## config.mk

```make
export PLATFORM = sky130hd
export DESIGN_NAME = cvt_sequencer
export DESIGN_NICKNAME = d
export VERILOG_FILES = /design/src/rtl/cvt_seq_pkg.sv /design/src/rtl/cvt_timer.sv /design/src/rtl/cvt_core_stub.sv /design/src/rtl/cvt_coder.sv /design/src/rtl/cvt_sequencer.sv
export SDC_FILE = /design/constraint.sdc
export NUM_CORES = 1
export LEC_CHECK = 0
export BUFFER_PORTS_ARGS = -buffer_cell sky130_fd_sc_hd__buf_4
export CAP_MARGIN = 20
export CORE_UTILIZATION = 40
export DETAILED_ROUTE_END_ITERATION = 7
export GPL_TIMING_DRIVEN = 0
export SYNTH_ARGS = -nofsm -noshare
export SYNTH_HDL_FRONTEND = slang
export SYNTH_SLANG_ARGS = --single-unit
```

## constraint.sdc

```tcl
create_clock -name clk -period 1.92 [get_ports clk]
set_input_delay 0.096 -clock clk [delete_from_list [all_inputs] [get_ports clk]]
set_output_delay 0.096 -clock clk [all_outputs]
set_load 0.02 [all_outputs]
```

## src/rtl/cvt_seq_pkg.sv

```systemverilog
`timescale 1ns/1ps
// Shared types of the converter sequencer.
// Assumes: nothing beyond a synchronous single-clock design.
package cvt_seq_pkg;
    typedef enum logic [1:0] {
        PH_BOOT   = 2'd0,
        PH_TRIM   = 2'd1,
        PH_IDLE   = 2'd2,
        PH_SAMPLE = 2'd3
    } phase_t;
endpackage

```

## src/rtl/cvt_timer.sv

```systemverilog
`timescale 1ns/1ps
// Down-counting interval timer. After reset it holds INIT; a load writes
// load_val. It decrements to zero and flags expire while the count is one,
// so an interval of N ends on the N-th edge after loading.
// Assumes: load_val >= 1.
module cvt_timer #(
    parameter int CW   = 9,
    parameter int INIT = 16
) (
    input  logic          clk,
    input  logic          rst_n,
    input  logic          load,
    input  logic [CW-1:0] load_val,
    output logic          expire
);
    logic [CW-1:0] cnt;

    // Count register: preset, load or count down to zero.
    always_ff @(posedge clk) begin
        if (!rst_n)          cnt <= CW'(INIT);
        else if (load)       cnt <= load_val;
        else if (cnt != '0)  cnt <= cnt - 1'b1;
    end

    assign expire = (cnt == CW'(1));

    assert_timer_drains_R2: assert property (@(posedge clk) disable iff (!rst_n)
        (expire && !load) |=> (cnt == '0));
endmodule

```

## src/rtl/cvt_core_stub.sv

```systemverilog
`timescale 1ns/1ps
// Stand-in for the modulator and the decimation filter. On start it captures
// the sample and raises done LAT edges later, with the captured code on raw.
// Assumes: start only arrives while the stub is idle; LAT >= 1.
module cvt_core_stub #(
    parameter int W   = 16,
    parameter int LAT = 64
) (
    input  logic         clk,
    input  logic         rst_n,
    input  logic         start,
    input  logic [W-1:0] sample,
    output logic         done,
    output logic [W-1:0] raw
);
    localparam int CW = $clog2(LAT + 1);
    logic [CW-1:0] cnt;

    // Latency counter and sample capture.
    always_ff @(posedge clk) begin
        if (!rst_n) begin
            cnt <= '0;
            raw <= '0;
        end else if (start) begin
            cnt <= CW'(LAT);
            raw <= sample;
        end else if (cnt != '0) begin
            cnt <= cnt - 1'b1;
        end
    end

    assign done = (cnt == CW'(1));

    assert_stub_idle_on_start_R6: assert property (@(posedge clk) disable iff (!rst_n)
        start |-> (cnt == '0));
endmodule

```

## src/rtl/cvt_coder.sv

```systemverilog
`timescale 1ns/1ps
// Output coding: inverting the sign bit turns the offset code into two's
// complement; unipolar passes the code through unchanged.
// Assumes: W >= 2.
module cvt_coder #(
    parameter int W = 16
) (
    input  logic         bipolar,
    input  logic [W-1:0] raw,
    output logic [W-1:0] code
);
    // Select the coding for the loaded word.
    always_comb begin
        if (bipolar) code = {~raw[W-1], raw[W-2:0]};
        else         code = raw;
    end
endmodule

```

## src/rtl/cvt_sequencer.sv

```systemverilog
`timescale 1ns/1ps
// Reset / calibrate / convert sequencer of a sampling converter.
// It runs the reset sequence after rst_n rises, then an automatic calibration
// if cal_req was high on the last reset edge. After that it serves calibrate
// rising edges and low convert levels. Ready is active low and falls at the
// end of every cycle. Finished words go to the shift register through sr_load.
// Assumes: all inputs are synchronous to clk; RST_CYC, CAL_CYC and
// CONV_CYC >= 1.
module cvt_sequencer
    import cvt_seq_pkg::*;
#(
    parameter int RST_CYC  = 16,
    parameter int CAL_CYC  = 256,
    parameter int CONV_CYC = 64,
    parameter int WORD_W   = 16
) (
    input  logic              clk,
    input  logic              rst_n,
    input  logic              cal_req,
    input  logic              conv_n,
    input  logic              bipolar,
    input  logic              rd_ack,
    input  logic [WORD_W-1:0] sample_in,
    output logic              rdy_n,
    output logic              sr_load,
    output logic [WORD_W-1:0] sr_word
);
    localparam int TMAX = (RST_CYC > CAL_CYC) ? RST_CYC : CAL_CYC;
    localparam int TW   = $clog2(TMAX + 1);

    phase_t            phase;
    logic              cal_q, cal_auto, cal_pend, mode_q;
    logic              cal_rise, go_trim, go_sample, tmr_exp, core_done;
    logic [WORD_W-1:0] core_raw, coded;

    assign cal_rise = cal_req & ~cal_q;

    // Start decisions; calibration outranks conversion.
    always_comb begin
        go_trim   = ((phase == PH_IDLE) && (cal_pend || cal_rise)) ||
                    ((phase == PH_BOOT) && tmr_exp && cal_auto);
        go_sample = (phase == PH_IDLE) && !cal_pend && !cal_rise && !conv_n;
    end

    cvt_timer #(.CW(TW), .INIT(RST_CYC)) u_timer (
        .clk      (clk),
        .rst_n    (rst_n),
        .load     (go_trim),
        .load_val (TW'(CAL_CYC)),
        .expire   (tmr_exp)
    );

    cvt_core_stub #(.W(WORD_W), .LAT(CONV_CYC)) u_core (
        .clk    (clk),
        .rst_n  (rst_n),
        .start  (go_sample),
        .sample (sample_in),
        .done   (core_done),
        .raw    (core_raw)
    );

    cvt_coder #(.W(WORD_W)) u_coder (
        .bipolar (mode_q),
        .raw     (core_raw),
        .code    (coded)
    );

    // Phase sequencing, ready flag and shift-register load.
    always_ff @(posedge clk) begin
        if (!rst_n) begin
            phase    <= PH_BOOT;
            rdy_n    <= 1'b1;
            cal_q    <= cal_req;
            cal_auto <= cal_req;
            cal_pend <= 1'b0;
            mode_q   <= 1'b0;
            sr_load  <= 1'b0;
            sr_word  <= '0;
        end else begin
            cal_q   <= cal_req;
            sr_load <= 1'b0;
            unique case (phase)
                PH_BOOT: begin
                    if (tmr_exp) begin
                        if (cal_auto) begin
                            phase <= PH_TRIM;
                        end else begin
                            phase <= PH_IDLE;
                            rdy_n <= 1'b0;
                        end
                    end
                end
                PH_TRIM: begin
                    if (tmr_exp) begin
                        phase <= PH_IDLE;
                        rdy_n <= 1'b0;
                    end
                end
                PH_IDLE: begin
                    if (go_trim) begin
                        phase    <= PH_TRIM;
                        rdy_n    <= 1'b1;
                        cal_pend <= 1'b0;
                    end else if (go_sample) begin
                        phase  <= PH_SAMPLE;
                        rdy_n  <= 1'b1;
                        mode_q <= bipolar;
                    end else if (rd_ack) begin
                        rdy_n <= 1'b1;
                    end
                end
                PH_SAMPLE: begin
                    if (cal_rise) cal_pend <= 1'b1;
                    if (core_done) begin
                        phase   <= PH_IDLE;
                        rdy_n   <= 1'b0;
                        sr_load <= 1'b1;
                        sr_word <= coded;
                    end
                end
            endcase
        end
    end

    assert_busy_keeps_ready_high_R5: assert property (@(posedge clk) disable iff (!rst_n)
        (phase != PH_IDLE) |-> rdy_n);
    assert_load_with_ready_low_R5: assert property (@(posedge clk) disable iff (!rst_n)
        sr_load |-> (!rdy_n && phase == PH_IDLE));
    assert_ack_raises_ready_R10: assert property (@(posedge clk) disable iff (!rst_n)
        (phase == PH_IDLE && rd_ack) |=> rdy_n);
    assert_pend_near_sample_R11: assert property (@(posedge clk) disable iff (!rst_n)
        cal_pend |-> (phase == PH_SAMPLE || phase == PH_IDLE));
    assert_pend_served_R11: assert property (@(posedge clk) disable iff (!rst_n)
        (phase == PH_IDLE && cal_pend) |=> (phase == PH_TRIM));
    assert_held_convert_rearms_R7: assert property (@(posedge clk) disable iff (!rst_n)
        (phase == PH_IDLE && !rdy_n && !conv_n && !cal_pend && !cal_rise)
        |=> (phase == PH_SAMPLE));
endmodule

```

==> summary by stage <==
Worst setup path
The class of the most critical setup path is input port to register. The critical register-to-register path endpoint is u_core.cnt[2]$_SDFFE_PP0P_. In this run the worst setup path terminates at u_core.cnt[2]$_SDFFE_PP0P_.

The launch instance of the worst register-to-register path is phase[1]$_SDFFE_PN0P_. The critical path arrival is ~2.0 ns. The critical path required time is roughly 2.1 ns.

The setup check on the worst reg-to-reg path leaves a slack of ~0.21 ns. The count of cells along the worst register-to-register path is 5. In this run the worst path has a maximum fanout of 10. The worst setup path startpoint is cal_req. The worst setup path is captured at a register. The startpoint kind of the worst setup timing path is an input port.

Logic synthesis
The most frequently used flop master after synthesis is dfxtp_1. After synthesis the cells add up to approximately 0.0023 mm2. Yosys attributes the largest share of cell area to dfxtp_1 47%, nand2_1 9.2%, a21oi_1 5.6%.

Summed over all instances, the cell type with the most area after synthesis is dfxtp_1. Sequential elements use between 40% and 50% of the synthesized area. The commonest cells after synthesis are 57 x nand2_1, 55 x dfxtp_1, 26 x a21oi_1.

The count of cell types in the netlist is 45. Synthesis handed over a netlist of roughly 270 instances. The async set-reset flop share out of synthesis is 0%. After synthesis the netlist holds a flip-flop and latch count of 56. The post-synthesis net count is a little under 300.

The count of warnings emitted by yosys is 0. The synthesized design devotes to its leading area cell type 47.41% of total area. Counting flops with a built-in enable in the synthesized netlist gives 1.

nand2_1 is the most common cell in the netlist. The mean instance size in the synthesized netlist is 8.633 um2.

Floorplanning
In this run the vertical extent of the chip is around 80 um. In this run the count of I/O pins placed on the die edge is 40. The placement row count is 27. The die footprint is approximately 0.0061 mm2. The initial cell density of the core is a little over two fifths. The total area inside the core boundary comes to roughly 0.0055 mm2. The die outline width is between 70 and 80 um.

Run
The tool flagged a number of max-cap violations equal to 0.

Clock tree
The H-tree was split into 2 levels. The number of clock sinks is between 50 and 60. The clock transition at the register clock pins on the worst setup and hold paths after CTS is 0.10 ns. The tree is rooted in a clkbuf_8.

Buffers inserted during clock tree synthesis total 5. The TritonCTS clock tree is built. The clock passes through at most 2 buffers. The clock latency reported for the late side of the worst-skew pair is around 0.31 ns.

Global routing
The number of antenna violations at the first check in global routing is 0. The remaining global-route overflow is 0. The number of global-route vias before repair came to approximately 1800. The maximum number of pins on one net before global-route repair is 18. The first global-routing pass estimated 8300 um of wire. The global routing usage summed across all routing layers is between 10% and 20%.

Power and ir drop
The peak supply drop is 0.0004521 V. The cell area power density is 1097 mW/mm2. For this design the static power due to leakage is about 1.1 nW.

Detailed routing
After detailed routing, the number of remaining DRC violations is 0. The number of nets still failing antenna checks after routing is 0. The first detailed-routing pass took 4 iterations.

The total routed wirelength is just over 5000 um. The detailed router finished its first iteration with 95 violations. The via count is a little under 2000. The via density per instance is 4.934. The routed length per placed instance is about 13 um.

Finish
The repair_antennas step left the layout with diodes totalling 0. The area growth from synthesis to layout is 21.66%. In the final layout, the share of cells above drive strength 1 is between 10% and 20%. The final-stage net count is between 300 and 400. The area occupied by multi-input gates is 0.001119 mm2. Excluding fillers, the count of instances in the completed layout stands at 391.

The number of fill cells is around 570. The final standard cell utilization of the core is roughly 51%. The flip-flop and latch area is about 0.0011 mm2.

STA
Hold is met by around 0.021 ns. The worst clock skew is roughly 0.010 ns. The worst path meets setup with 0.1713 ns of slack. Setup repair after global routing left no endpoint under its margin.

The worst slew margin relative to its limit is between 60% and 70%. Derived from the worst setup path, the maximum achievable clock frequency is between 0.5 and 0.6 GHz. The max-slew violation count is 0. The measured slew at the worst slew-check pin is 0.4888 ns.

Of the available clock period, the critical path in the final layout requires between 90% and 100%. The final hold violation count is 0. The summed negative setup slack over all endpoints is 0 ns.

After layout, the minimum clock period comes to between 1.5 and 2 ns. The number of endpoints failing setup at the final stage is 0.

Placement
The post-placement setup slack is between 0.1 and 0.15 ns. The number of cells after detailed placement is between 300 and 400. The detailed placement HPWL is around 3700 um. The last weighted congestion value of the routability-driven placer is just under 0.8. Buffers placed on the I/O ports in this run total 38.

Run status
The run finished with clean final reports.

Hold path
In this run the worst hold path is classified as input port to register.
==> how the worst min path moves through the flow <==
stage	from	to	cells past startpoint
after floorplan	cal_req	cal_q$_DFF_P_	0
after global placement	cal_req	cal_q$_DFF_P_	1
after detailed placement	cal_req	cal_q$_DFF_P_	1
after CTS	bipolar	mode_q$_SDFFE_PN0P_	3
after global routing	sample_in[0]	u_core.raw[0]$_SDFFE_PN0P_	3
final	bipolar	mode_q$_SDFFE_PN0P_	3
==> cells by family (layout without fill, tap and decap cells) <==
logic type | Yosys count | count (layout) | share of synthesized area, %
buffers and inverters | 20 | 70 | 3.394
xor gates and xnor gates | 6 | 6 | 2.263
muxes | 2 | 2 | 0.9159
DFF | 56 | 56 | 48.71
and+or+nand+nor | 118 | 118 | 26.13
adders and majority gates | 6 | 6 | 3.233
AOI/OAI and AO/OA | 61 | 61 | 15.36
==> metal layers <==
layer	track usage [%]	share of wire [%]	wire length (um)
met5	0	0	0
met4	5.556	0.95	48
met3	3.140	2.7	138
met2	26.14	44	2220
met1	25.13	52	2648
==> flip-flops by register name (all words and copies together) (netlist names) <==
name,count
cal_auto,1
cal_pend,1
cal_q,1
mode_q,1
phase,2
rdy_n,1
sr_load,1
sr_word,16
u_core.cnt,7
u_core.raw,16
u_timer.cnt,9
==> critical path, stage by stage <==
cell	delay, ns
dlygate4sd3_1	0.53
buf_4	0.14
nor2b_1	0.20
or4_1	0.52
buf_2	0.22
nand3_1	0.18
nor2_1	0.07
==> metrics by stage <==
step | instance area (um2) | total power [mW]
6_report | 2825 | 3.100
5_1_grt | 2825 | 3.343
4_1_cts | 2795 | 3.122
3_5_place_dp | 2698 | 2.483
3_3_place_gp | 2698 | 2.448
2_1_floorplan | 2322 | 2.258
==> what timing repair did <==
action,4_1_cts,5_1_grt
hold buffers,1,0
buffers inserted,0,3
hold endpoints to repair,2,0
resized for setup,0,3
setup endpoints to repair,0,15
==> cells in the final DEF (no fill, tap or decap), types with 4 or more instances in the layout <==
master / n
a21oi_1: 26
buf_4: 41
clkbuf_1: 9
clkbuf_8: 5
dfxtp_1: 55
ha_1: 6
inv_1: 7
nand2_1: 57
nand3_1: 19
nand3b_1: 4
nor2_1: 15
o21ai_0: 20
xnor2_1: 5
==> cell type report <==
class                      count  share of cell area (%)
buffer                        13                   1.904
clock inverter                 2                  0.5314
sequential                    56                   40.04
multi-input combinational    193                   39.59
tap                           72                   3.189
inverter                       7                  0.9300
timing repair buffer          42                   11.25
clock buffer                   6                   2.569
==> power breakdown <==
group | switching [mW] | internal, mW
combinational | 0.466 | 0.465
sequential | 0.199 | 1.33
clock | 0.383 | 0.262
total | 1.05 | 2.05
No activity file was read; power rests on OpenSTA's default activity.
